==> src/rtl/sb_pkg.sv <==
package sb_pkg;
  localparam int WORD_W   = 16;
  localparam int CMD_W    = 5;
  localparam int DEV_W    = 3;
  localparam int FAIL_LEN = 9;
  localparam int OK_LEN   = 7;

  typedef enum logic [1:0] {
    RES_OK    = 2'd0,
    RES_UNSUP = 2'd1,
    RES_NODEV = 2'd2,
    RES_RANGE = 2'd3
  } res_kind_t;

  localparam logic [3:0] IRQ_NIB_OK   = 4'h1;
  localparam logic [3:0] IRQ_NIB_FAIL = 4'hC;
  localparam logic [WORD_W-1:0] DEV_STATUS_OK = 16'h1900;
endpackage

==> src/rtl/sb_word_gen.sv <==
module sb_word_gen
  import sb_pkg::*;
#(
  parameter int ADDR_W = 28,
  parameter int DEPTH  = 9,
  parameter int LEN_W  = $clog2(DEPTH + 1)
) (
  input  logic [1:0]        kind,
  input  logic [CMD_W-1:0]  cmd,
  input  logic [DEV_W-1:0]  dev,
  input  logic [ADDR_W-1:0] addr,
  output logic [WORD_W-1:0] words [DEPTH],
  output logic [LEN_W-1:0]  len
);
  logic [ADDR_W-1:0] am1;
  logic [WORD_W-1:0] code_a;
  logic [WORD_W-1:0] code_b;
  logic              is_ok;

  always_comb begin
    am1   = addr - 1'b1;
    is_ok = (res_kind_t'(kind) == RES_OK);
    unique case (res_kind_t'(kind))
      RES_UNSUP: begin code_a = 16'h0F03; code_b = 16'h0002; end
      RES_NODEV: begin code_a = 16'h0C11; code_b = 16'h000B; end
      RES_RANGE: begin code_a = 16'h0E01; code_b = 16'h0007; end
      default:   begin code_a = 16'h0000; code_b = DEV_STATUS_OK; end
    endcase
    len = is_ok ? LEN_W'(OK_LEN) : LEN_W'(FAIL_LEN);
  end

  for (genvar i = 0; i < DEPTH; i++) begin : g_word
    if (i == 0) begin : g_hdr
      assign words[i] = {8'(len), dev, cmd};
    end else if (i == 1) begin : g_err
      assign words[i] = code_a;
    end else if (i == 2) begin : g_stat
      assign words[i] = code_b;
    end else if (i == 4) begin : g_alo
      assign words[i] = is_ok ? am1[15:0] : '0;
    end else if (i == 5) begin : g_ahi
      assign words[i] = is_ok ? WORD_W'(am1 >> 16) : '0;
    end else begin : g_zero
      assign words[i] = '0;
    end
  end
endmodule

==> src/rtl/sb_readout.sv <==
module sb_readout
  import sb_pkg::*;
#(
  parameter int DEPTH = 9,
  parameter int LEN_W = $clog2(DEPTH + 1)
) (
  input  logic              clk,
  input  logic              rst_n,
  input  logic              load,
  input  logic [WORD_W-1:0] new_words [DEPTH],
  input  logic [LEN_W-1:0]  new_len,
  input  logic              rd_en,
  output logic [WORD_W-1:0] rd_data,
  output logic              out_full,
  output logic              overrun
);
  logic [WORD_W-1:0] buf_q [DEPTH];
  logic [LEN_W-1:0]  ptr_q, ptr_n;
  logic [LEN_W-1:0]  len_q, len_n;
  logic              full_q, full_n;
  logic              ovr_q, ovr_n;
  logic [WORD_W-1:0] rdd_q, rdd_n;
  logic              rdd_en;
  logic [LEN_W-1:0]  ptr_inc;

  always_comb begin
    ptr_n   = ptr_q;
    len_n   = len_q;
    full_n  = full_q;
    ovr_n   = ovr_q;
    rdd_n   = rdd_q;
    rdd_en  = 1'b0;
    ptr_inc = ptr_q + 1'b1;
    if (load) begin
      ptr_n  = '0;
      len_n  = new_len;
      full_n = 1'b1;
      ovr_n  = ovr_q | full_q;
      if (rd_en) begin
        rdd_en = 1'b1;
        rdd_n  = '0;
      end
    end else if (rd_en) begin
      rdd_en = 1'b1;
      if (full_q) begin
        rdd_n = buf_q[ptr_q];
        if (ptr_inc == len_q) begin
          ptr_n  = '0;
          len_n  = '0;
          full_n = 1'b0;
        end else begin
          ptr_n = ptr_inc;
        end
      end else begin
        rdd_n = '0;
      end
    end
  end

  always_ff @(posedge clk or negedge rst_n) begin
    if (!rst_n) begin
      ptr_q  <= '0;
      len_q  <= '0;
      full_q <= 1'b0;
      ovr_q  <= 1'b0;
      rdd_q  <= '0;
    end else begin
      ptr_q  <= ptr_n;
      len_q  <= len_n;
      full_q <= full_n;
      ovr_q  <= ovr_n;
      if (rdd_en) rdd_q <= rdd_n;
    end
  end

  for (genvar i = 0; i < DEPTH; i++) begin : g_buf
    always_ff @(posedge clk) begin
      if (load) buf_q[i] <= new_words[i];
    end
  end

  assign rd_data  = rdd_q;
  assign out_full = full_q;
  assign overrun  = ovr_q;
endmodule

==> src/rtl/sb_irq_post.sv <==
module sb_irq_post
  import sb_pkg::*;
(
  input  logic             clk,
  input  logic             rst_n,
  input  logic             load,
  input  logic [1:0]       kind,
  input  logic [DEV_W-1:0] dev,
  input  logic             post_ok,
  output logic             irq_req,
  output logic [7:0]       irq_code
);
  logic       req_q, req_n;
  logic [7:0] code_q, code_n;
  logic       fail;

  always_comb begin
    fail   = (res_kind_t'(kind) != RES_OK);
    req_n  = load && (fail || post_ok);
    code_n = code_q;
    if (load) code_n = {dev, 1'b0, fail ? IRQ_NIB_FAIL : IRQ_NIB_OK};
  end

  always_ff @(posedge clk or negedge rst_n) begin
    if (!rst_n) begin
      req_q  <= 1'b0;
      code_q <= '0;
    end else begin
      req_q  <= req_n;
      code_q <= code_n;
    end
  end

  assign irq_req  = req_q;
  assign irq_code = code_q;
endmodule

==> src/rtl/status_block_unit.sv <==
module status_block_unit
  import sb_pkg::*;
#(
  parameter int ADDR_W = 28,
  parameter int DEPTH  = 9
) (
  input  logic              clk,
  input  logic              rst_n,
  input  logic              bld_valid,
  input  logic [1:0]        bld_kind,
  input  logic [CMD_W-1:0]  bld_cmd,
  input  logic [DEV_W-1:0]  bld_dev,
  input  logic [ADDR_W-1:0] bld_addr,
  input  logic              bld_post_ok,
  input  logic              rd_en,
  output logic [WORD_W-1:0] rd_data,
  output logic              out_full,
  output logic              overrun,
  output logic              irq_req,
  output logic [7:0]        irq_code
);
  localparam int LEN_W = $clog2(DEPTH + 1);

  logic              rs1_q, rs2_q;
  logic              rst_core_n;
  logic [WORD_W-1:0] gen_words [DEPTH];
  logic [LEN_W-1:0]  gen_len;

  always_ff @(posedge clk or negedge rst_n) begin
    if (!rst_n) begin
      rs1_q <= 1'b0;
      rs2_q <= 1'b0;
    end else begin
      rs1_q <= 1'b1;
      rs2_q <= rs1_q;
    end
  end
  assign rst_core_n = rs2_q;

  sb_word_gen #(.ADDR_W(ADDR_W), .DEPTH(DEPTH), .LEN_W(LEN_W)) u_gen (
    .kind  (bld_kind),
    .cmd   (bld_cmd),
    .dev   (bld_dev),
    .addr  (bld_addr),
    .words (gen_words),
    .len   (gen_len)
  );

  sb_readout #(.DEPTH(DEPTH), .LEN_W(LEN_W)) u_rd (
    .clk       (clk),
    .rst_n     (rst_core_n),
    .load      (bld_valid),
    .new_words (gen_words),
    .new_len   (gen_len),
    .rd_en     (rd_en),
    .rd_data   (rd_data),
    .out_full  (out_full),
    .overrun   (overrun)
  );

  sb_irq_post u_irq (
    .clk      (clk),
    .rst_n    (rst_core_n),
    .load     (bld_valid),
    .kind     (bld_kind),
    .dev      (bld_dev),
    .post_ok  (bld_post_ok),
    .irq_req  (irq_req),
    .irq_code (irq_code)
  );
endmodule

==> config.mk <==
export PLATFORM = sky130hd
export DESIGN_NAME = status_block_unit
export DESIGN_NICKNAME = d
export VERILOG_FILES = /design/src/rtl/sb_pkg.sv /design/src/rtl/sb_word_gen.sv /design/src/rtl/sb_readout.sv /design/src/rtl/sb_irq_post.sv /design/src/rtl/status_block_unit.sv
export SDC_FILE = /design/constraint.sdc
export NUM_CORES = 1
export LEC_CHECK = 0
export ABC_AREA = 1
export BUFFER_PORTS_ARGS = -buffer_cell sky130_fd_sc_hd__clkbuf_2
export CAP_MARGIN = 10
export CORE_MARGIN = 2
export CORE_UTILIZATION = 50
export DETAILED_ROUTE_END_ITERATION = 7
export PLACE_DENSITY_LB_ADDON = 0.15
export SYNTH_ARGS = -nofsm -noshare
export SYNTH_HDL_FRONTEND = slang
export SYNTH_SLANG_ARGS = --single-unit
==> constraint.sdc <==
create_clock -name clk -period 0.9 [get_ports clk]
set_input_delay 0.18 -clock clk [delete_from_list [all_inputs] [get_ports clk]]
set_output_delay 0.18 -clock clk [all_outputs]
set_load 0.01 [all_outputs]
==> results of run 1 <==
cell type report:
cell class	count	area share, %
clock buffer	10	1.90
clock inverter	6	1.32
inverter	41	3.00
multi-input combinational	340	33.6
sequential	76	31.6
tap	102	1.90
timing repair buffer	213	26.6
timing repair inverter	1	0.130
synthesized netlist by cell type (2+ instances only):
| cell | number | share of area [%] |
|---|---|---|
| o21ai_1 | 3 | 0.37 |
| dfrtp_1 | 33 | 20 |
| o211ai_1 | 3 | 0.56 |
| xor2_1 | 4 | 0.87 |
| or2_0 | 6 | 0.93 |
| o22ai_1 | 4 | 0.62 |
| o21a_1 | 4 | 0.74 |
| nand3_1 | 27 | 3.4 |
| ha_1 | 2 | 0.62 |
| a22o_1 | 2 | 0.43 |
| buf_4 | 8 | 1.5 |
| nor3_1 | 3 | 0.37 |
| nand4_1 | 10 | 1.6 |
| nand2_1 | 128 | 12 |
| nor2_1 | 56 | 5.2 |
| nor2_2 | 13 | 2.0 |
| buf_2 | 6 | 0.74 |
| clkbuf_1 | 3 | 0.28 |
| o21ai_0 | 21 | 2.6 |
| a21oi_1 | 26 | 3.2 |
| nor2_4 | 8 | 2.2 |
| nand2_2 | 6 | 0.93 |
| inv_1 | 35 | 3.3 |
| nand3b_1 | 2 | 0.37 |
| conb_1 | 2 | 0.19 |
| edfxtp_1 | 43 | 32 |
| inv_2 | 5 | 0.47 |
final timing paths:
path	slack (ps)	end	start	depth (start not counted)
worst max-delay path	-680	u_rd.ptr_q[2]	u_rd.ptr_q[0]	10
worst max register to register	-680	u_rd.ptr_q[2]	u_rd.ptr_q[0]	10
worst min register to register	210	u_irq.irq_code[7]	rs2_q	1
min in group asynchronous	140	rs1_q	rst_n	2
max in group asynchronous	510	u_rd.ptr_q[2]	rs2_q	1
worst min-delay path	10	u_rd.buf_q[0][3]	bld_cmd[3]	1
cell usage in the layout (no fill, tap or decap), types with 23 or more instances in the layout:
| cell type | Yosys | final |
|---|---|---|
| nor2_1 | 56 | 25 |
| edfxtp_1 | 43 | 43 |
| buf_4 | 8 | 118 |
| buf_6 | 0 | 26 |
| inv_1 | 35 | 24 |
| nand2_2 | 6 | 23 |
| nor2_4 | 8 | 41 |
| nand2_1 | 128 | 101 |
| clkbuf_2 | 0 | 45 |
| dfrtp_1 | 33 | 30 |
power by group through the flow:
stage | sequential [uW] | clock, uW | combinational (uW)
2_1_floorplan | 4250 | 0 | 810
3_3_place_gp | 4230 | 0 | 1660
3_5_place_dp | 4230 | 0 | 1700
4_1_cts | 4150 | 2830 | 1970
5_1_grt | 4200 | 3000 | 2780
6_report | 4180 | 2830 | 2600
critical path, cell delays in order, from the launching register on:
cell and delay [ps]:
dfrtp_2 450, ha_4 180, inv_1 80, nand2_1 60
nand2_1 110, nor2_2 60, nor2_4 110, nand2_2 90
buf_4 150, nand3_1 70, o21ai_1 80
state kept, by name (all words and copies together) (netlist names):
register / flops
u_rd.buf_q: 43
u_rd.rd_data: 16
u_irq.irq_code: 5
u_rd.ptr_q: 4
u_rd.len_q: 3
rs1_q: 1
rs2_q: 1
u_irq.irq_req: 1
u_rd.out_full: 1
u_rd.overrun: 1
cell families (layout without fill, tap and decap cells):
logic type,count (synthesis),in the layout,synth area share [%]
buffers and inverters,58,271,6.33
other,2,3,0.186
AOI/OAI and AO/OA,67,67,9.31
xor gates and xnor gates,5,5,1.09
DFF,76,76,52.5
adders and majority gates,2,2,0.620
and+or+nand+nor,263,263,30.0
through the flow:
stage               instance area (um^2)  std cells  total power, uW  util (%)  TNS (ps)
floorplan                           4180        474             5060         -    -10300
global placement                    5240        716             5890      67.5    -31860
detailed placement                  5240        716             5920      67.5    -33820
CTS                                 6010        758             8960      77.4    -15530
global route                        6720        789             9980      86.5    -22070
finish                              6720        789             9620      86.5    -18750
routing by layer:
metal  up-vias  GRT usage (%)  routed length, um
li1       1977              -                  -
met5         -              0                  0
met1      2005           35.2               5300
met3        37           4.74                613
met2       152           47.1               6890
met4         0           11.1                455
timing repair:
item                       CTS  global route
gates resized for setup     87           145
buffers inserted            22            30
pin swaps                   50            83
cloned                       0             2
setup endpoints to repair   73            72
hold endpoints to repair     6             0
hold buffers                 5             0
==> flow_summary.toml, run 1 <==
[worst_setup_path]
crit_fanout = 4
critPathLaunchType = "flip-flop"
path_class = "flip-flop to flip-flop"
cp_data_required_time_ps = 1130
arrival_ps = 1810
cp-end-kind = "flip-flop"

[clocking]
cts_made_buffers = 9
cts_tree = "done"
htreeDepth = 3
worstSkewPairLatency_ps = 350
cts.sinks = 76
path_clk_slew_ps = 80
clockRootBuffer = "clkbuf_8"
clockBufferDepth = 2

[timing]
post-route-period-util_pct = 175
setup_slack_ps = -677
finalHoldViolCount = 0
rsz0062_at_grt = "yes"
setup_viol = 71
final-max-slew-violation-count = 0
whs_ps = 12.4
max_freq_ghz = 0.634
skew_ps = 15.1
min_period_ps = 1580

[logic_synthesis]
synth-edff-count = 43
async_flop_share_pct = 43.4
synth_seq_cells = 76
ys_seq_area_share_pct = 52.5
netlist_instances = 473
syn_avg_cell_area_um2 = 8.53
syn_area_um2 = 4030
synth_cell_types = 37
dominantRegCellSynth = "edfxtp_1"
ys_warn_count = 0

[floorplan]
rows = 32
dieHeight_um = 93.8
initial_core_util_pct = 51.9
core_area_um2 = 7770
io_pins = 70
die_w_um = 93.8
die-area_um2 = 8800

[pwr]
p_sw_share_pct = 28.9
p_sw_uw = 2780
clkPwrFrac_pct = 29.5
p_per_area_nw_per_um2 = 1430
p_int_uw = 6840
p_leak_uw = 0.00305
combPwrFrac_pct = 27.0
ir_worst_vdd_mv = 0.758
pwr-share-seq_pct = 43.5

[min_path]
hold_class = "input port to flip-flop"

[cells_and_area]
nNetsFinal = 727
antenna_cells = 0
syn2layout_area_growth_pct = 66.7
fillers = 399
multi_input_area_um2 = 2260
drive_above_1_share_pct = 54.0
register_area_um2 = 2120

[grt]
grt.total_usage_pct = 27.8
grt_max_degree = 32
grt_overflow = 0
grt_pass1_vias = 3970
antenna_found_initial = 0
grt_pass1_wl_mm = 18.7

[detailed_routing]
postRouteAntennaNets = 0
wirelength_mm = 13.3
dr.pass1.iters = 6
via_count = 4171
vias_per_cell = 5.29
wl_per_cell_um = 16.8
drc_errors = 0
drt_iter0_markers = 143

[run_status]
violations = "setup timing"
status = "finished, violations left"

[placement]
dp_hpwl_mm = 8.32
detailedPlace.worstSlack_ps = -599
gp_congestion = 0.943
portBuffers = 67

[run]
cap_violations = 0
Power figures use the tool's default switching activity.
==> inputs of run 2 (changes only) <==
--- a/config.mk
+++ b/config.mk
@@ -11,6 +11,7 @@
 export CORE_MARGIN = 2
 export CORE_UTILIZATION = 50
 export DETAILED_ROUTE_END_ITERATION = 7
+export GPL_TIMING_DRIVEN = 0
 export PLACE_DENSITY_LB_ADDON = 0.15
 export SYNTH_ARGS = -nofsm -noshare
 export SYNTH_HDL_FRONTEND = slang
==> constraint.sdc (replaced) <==
create_clock -name clk -period 1.7 [get_ports clk]
set_input_delay 0.34 -clock clk [delete_from_list [all_inputs] [get_ports clk]]
set_output_delay 0.34 -clock clk [all_outputs]
set_load 0.01 [all_outputs]
==> flow_summary.toml, run 2 (synthesis gave the netlist of run 1 again) <==
[pwr]
ir_worst_vdd_mv = 0.363
power_uw = 4560
p_per_area_nw_per_um2 = 952
p_leak_uw = 0.00219

[min_path]
hold_path_depth = 1
hold_path_end = "u_rd.buf_q[0][4]"
min_from = "bld_cmd[4]"
hold_class = "input port to flip-flop"

[cells_and_area]
nNetsFinal = 599
fillers = 705
antenna_cells = 0
layoutNonFillerInstCount = 661
largest_reg_flops = 43
final_common_cell = "nand2_1"
syn2layout_area_growth_pct = 18.7
max_flop_register = "u_rd.buf_q"
register_area_um2 = 2120
final_cell_mix = "nand2_1, clkbuf_2, nor2_1"
multi_input_area_um2 = 1660
drive_above_1_share_pct = 23.6

[grt]
grt_overflow = 0
antenna_found_initial = 0
grt.total_usage_pct = 24.2
grt_max_degree = 45
grt_pass1_vias = 3252
grt_pass1_wl_mm = 16.0

[clocking]
worstSkewPairLatency_ps = 350
cts_tree = "done"
cts.sinks = 76
cts_made_buffers = 9
clockRootBuffer = "clkbuf_8"
cts_setup_buffers = 0
htreeDepth = 3
path_clk_slew_ps = 80
clockBufferDepth = 2

[floorplan]
die-area_um2 = 8800
rows = 32
core_area_um2 = 7770
dieHeight_um = 93.8
initial_core_util_pct = 51.9
die_w_um = 93.8
io_pins = 70

[timing]
whs_ps = 165
setup_viol = 0
post-route-period-util_pct = 91.2
skew_ps = 14.5
rsz0062_at_grt = "no"
worst_pin_slew_ps = 570
max_freq_ghz = 0.645
max_slew_margin_pct = 62.0
finalHoldViolCount = 0
min_period_ps = 1550
final-max-slew-violation-count = 0

[detailed_routing]
drc_errors = 0
wl_per_cell_um = 14.7
dr.pass1.iters = 4
vias_per_cell = 5.14
via_count = 3400
wirelength_mm = 9.74
postRouteAntennaNets = 0
drt_iter0_markers = 133

[worst_setup_path]
reg2reg_from = "u_rd.ptr_q[1]"
cpMostUsedCell = "nand2_1"
arrival_ps = 1790
rr_endpoint = "u_rd.len_q[3]"
r2r_slack_ps = 150
cp-end-kind = "flip-flop"
cp_data_required_time_ps = 1940
crit_chain = "ha_1 -> nand2_1 -> nand3_1 -> nand2_1 -> nor2_2 -> nand2_2 -> nand2_1 -> nand2_1 -> nand2_1 -> nand2_1"
critPathSlowestCell = "dfrtp_1"
r2r_cells = 10
crit_fanout = 5
path_class = "flip-flop to flip-flop"
critPathLaunchType = "flip-flop"
cpPeakStageDelay_ps = 410

[run]
cap_violations = 0

[placement]
gp_congestion = 0.915
dpl.cell_count = 644
portBuffers = 67
dp_hpwl_mm = 7.46

[run_status]
status = "finished, final reports clean"
==> run 2: cell count changes in the layout (fill, tap and decap cells not counted), moves of 11 or more <==
cell,change
o21ai_1,-11
a21oi_2,-15
inv_1,+11
a21oi_1,+15
nand2_2,-17
nand2_1,+27
nor2_1,+31
buf_6,-26
clkbuf_2,+21
nor2_4,-33
o21ai_0,+14
buf_4,-110
nand3_1,+12
==> run 2: final cells by class <==
type / instances / share of cell area, %
clock buffer: 10 / 2.67
multi-input combinational: 340 / 34.8
timing repair buffer: 69 / 7.97
inverter: 41 / 3.22
clock inverter: 6 / 2.35
buffer: 17 / 2.12
tap: 102 / 2.67
sequential: 76 / 44.2
==> run 2: power by group <==
group          total [uW]  internal (uW)  switching, uW  leakage [uW]
clock                1640            978            657      0.000120
sequential           2200           2110           82.9      0.000831
combinational         724            262            461       0.00124
total                4560           3360           1200       0.00219
==> run 2: metal layers <==
layer	up-vias	part of all wire, %	global-route usage (%)	wire [um]
met1	1560	44	32.6	4330
li1	1722	-	-	-
met4	0	1.4	9.30	140
met3	10	5.5	3.37	534
met5	-	0	0	0
met2	108	49	39.8	4740
==> run 2: through the flow <==
stage          setup WS (ps)  area [um^2]  TNS (ps)  util, %
5_1_grt                 11.6         4790         0     61.6
3_5_place_dp            -765         4530    -14190     58.3
3_3_place_gp            -797         4500    -13490     57.9
6_report                 150         4790         0     61.6
2_1_floorplan            309         4040         0        -
4_1_cts                  146         4790         0     61.6
==> run 2: critical path: cells and delay by family (launching register included) <==
kind | cells | cell delay (ps)
and+or+nand+nor | 9 | 730
DFF | 1 | 410
adders and majority gates | 1 | 320
==> run 2: how the worst max path moves through the flow <==
| stage | startpoint | endpoint | slack [ps] | cells after the start |
|---|---|---|---|---|
| final | u_rd.ptr_q[1] | u_rd.len_q[3] | 150 | 10 |
| after global routing | bld_valid | u_rd.len_q[3] | 10 | 7 |
| after CTS | bld_valid | u_rd.len_q[3] | 150 | 7 |
| after detailed placement | bld_valid | u_rd.len_q[0] | -760 | 7 |
| after global placement | bld_valid | u_rd.len_q[3] | -800 | 7 |
| after floorplan | u_rd.ptr_q[1] | u_rd.len_q[0] | 310 | 10 |
==> run 2: timing repair <==
| action | CTS | global route |
|---|---|---|
| hold buffers | 1 | 0 |
| endpoints found under the hold margin | 2 | 0 |
| endpoints found under the setup margin | 21 | 3 |
| resized for setup | 2 | 1 |
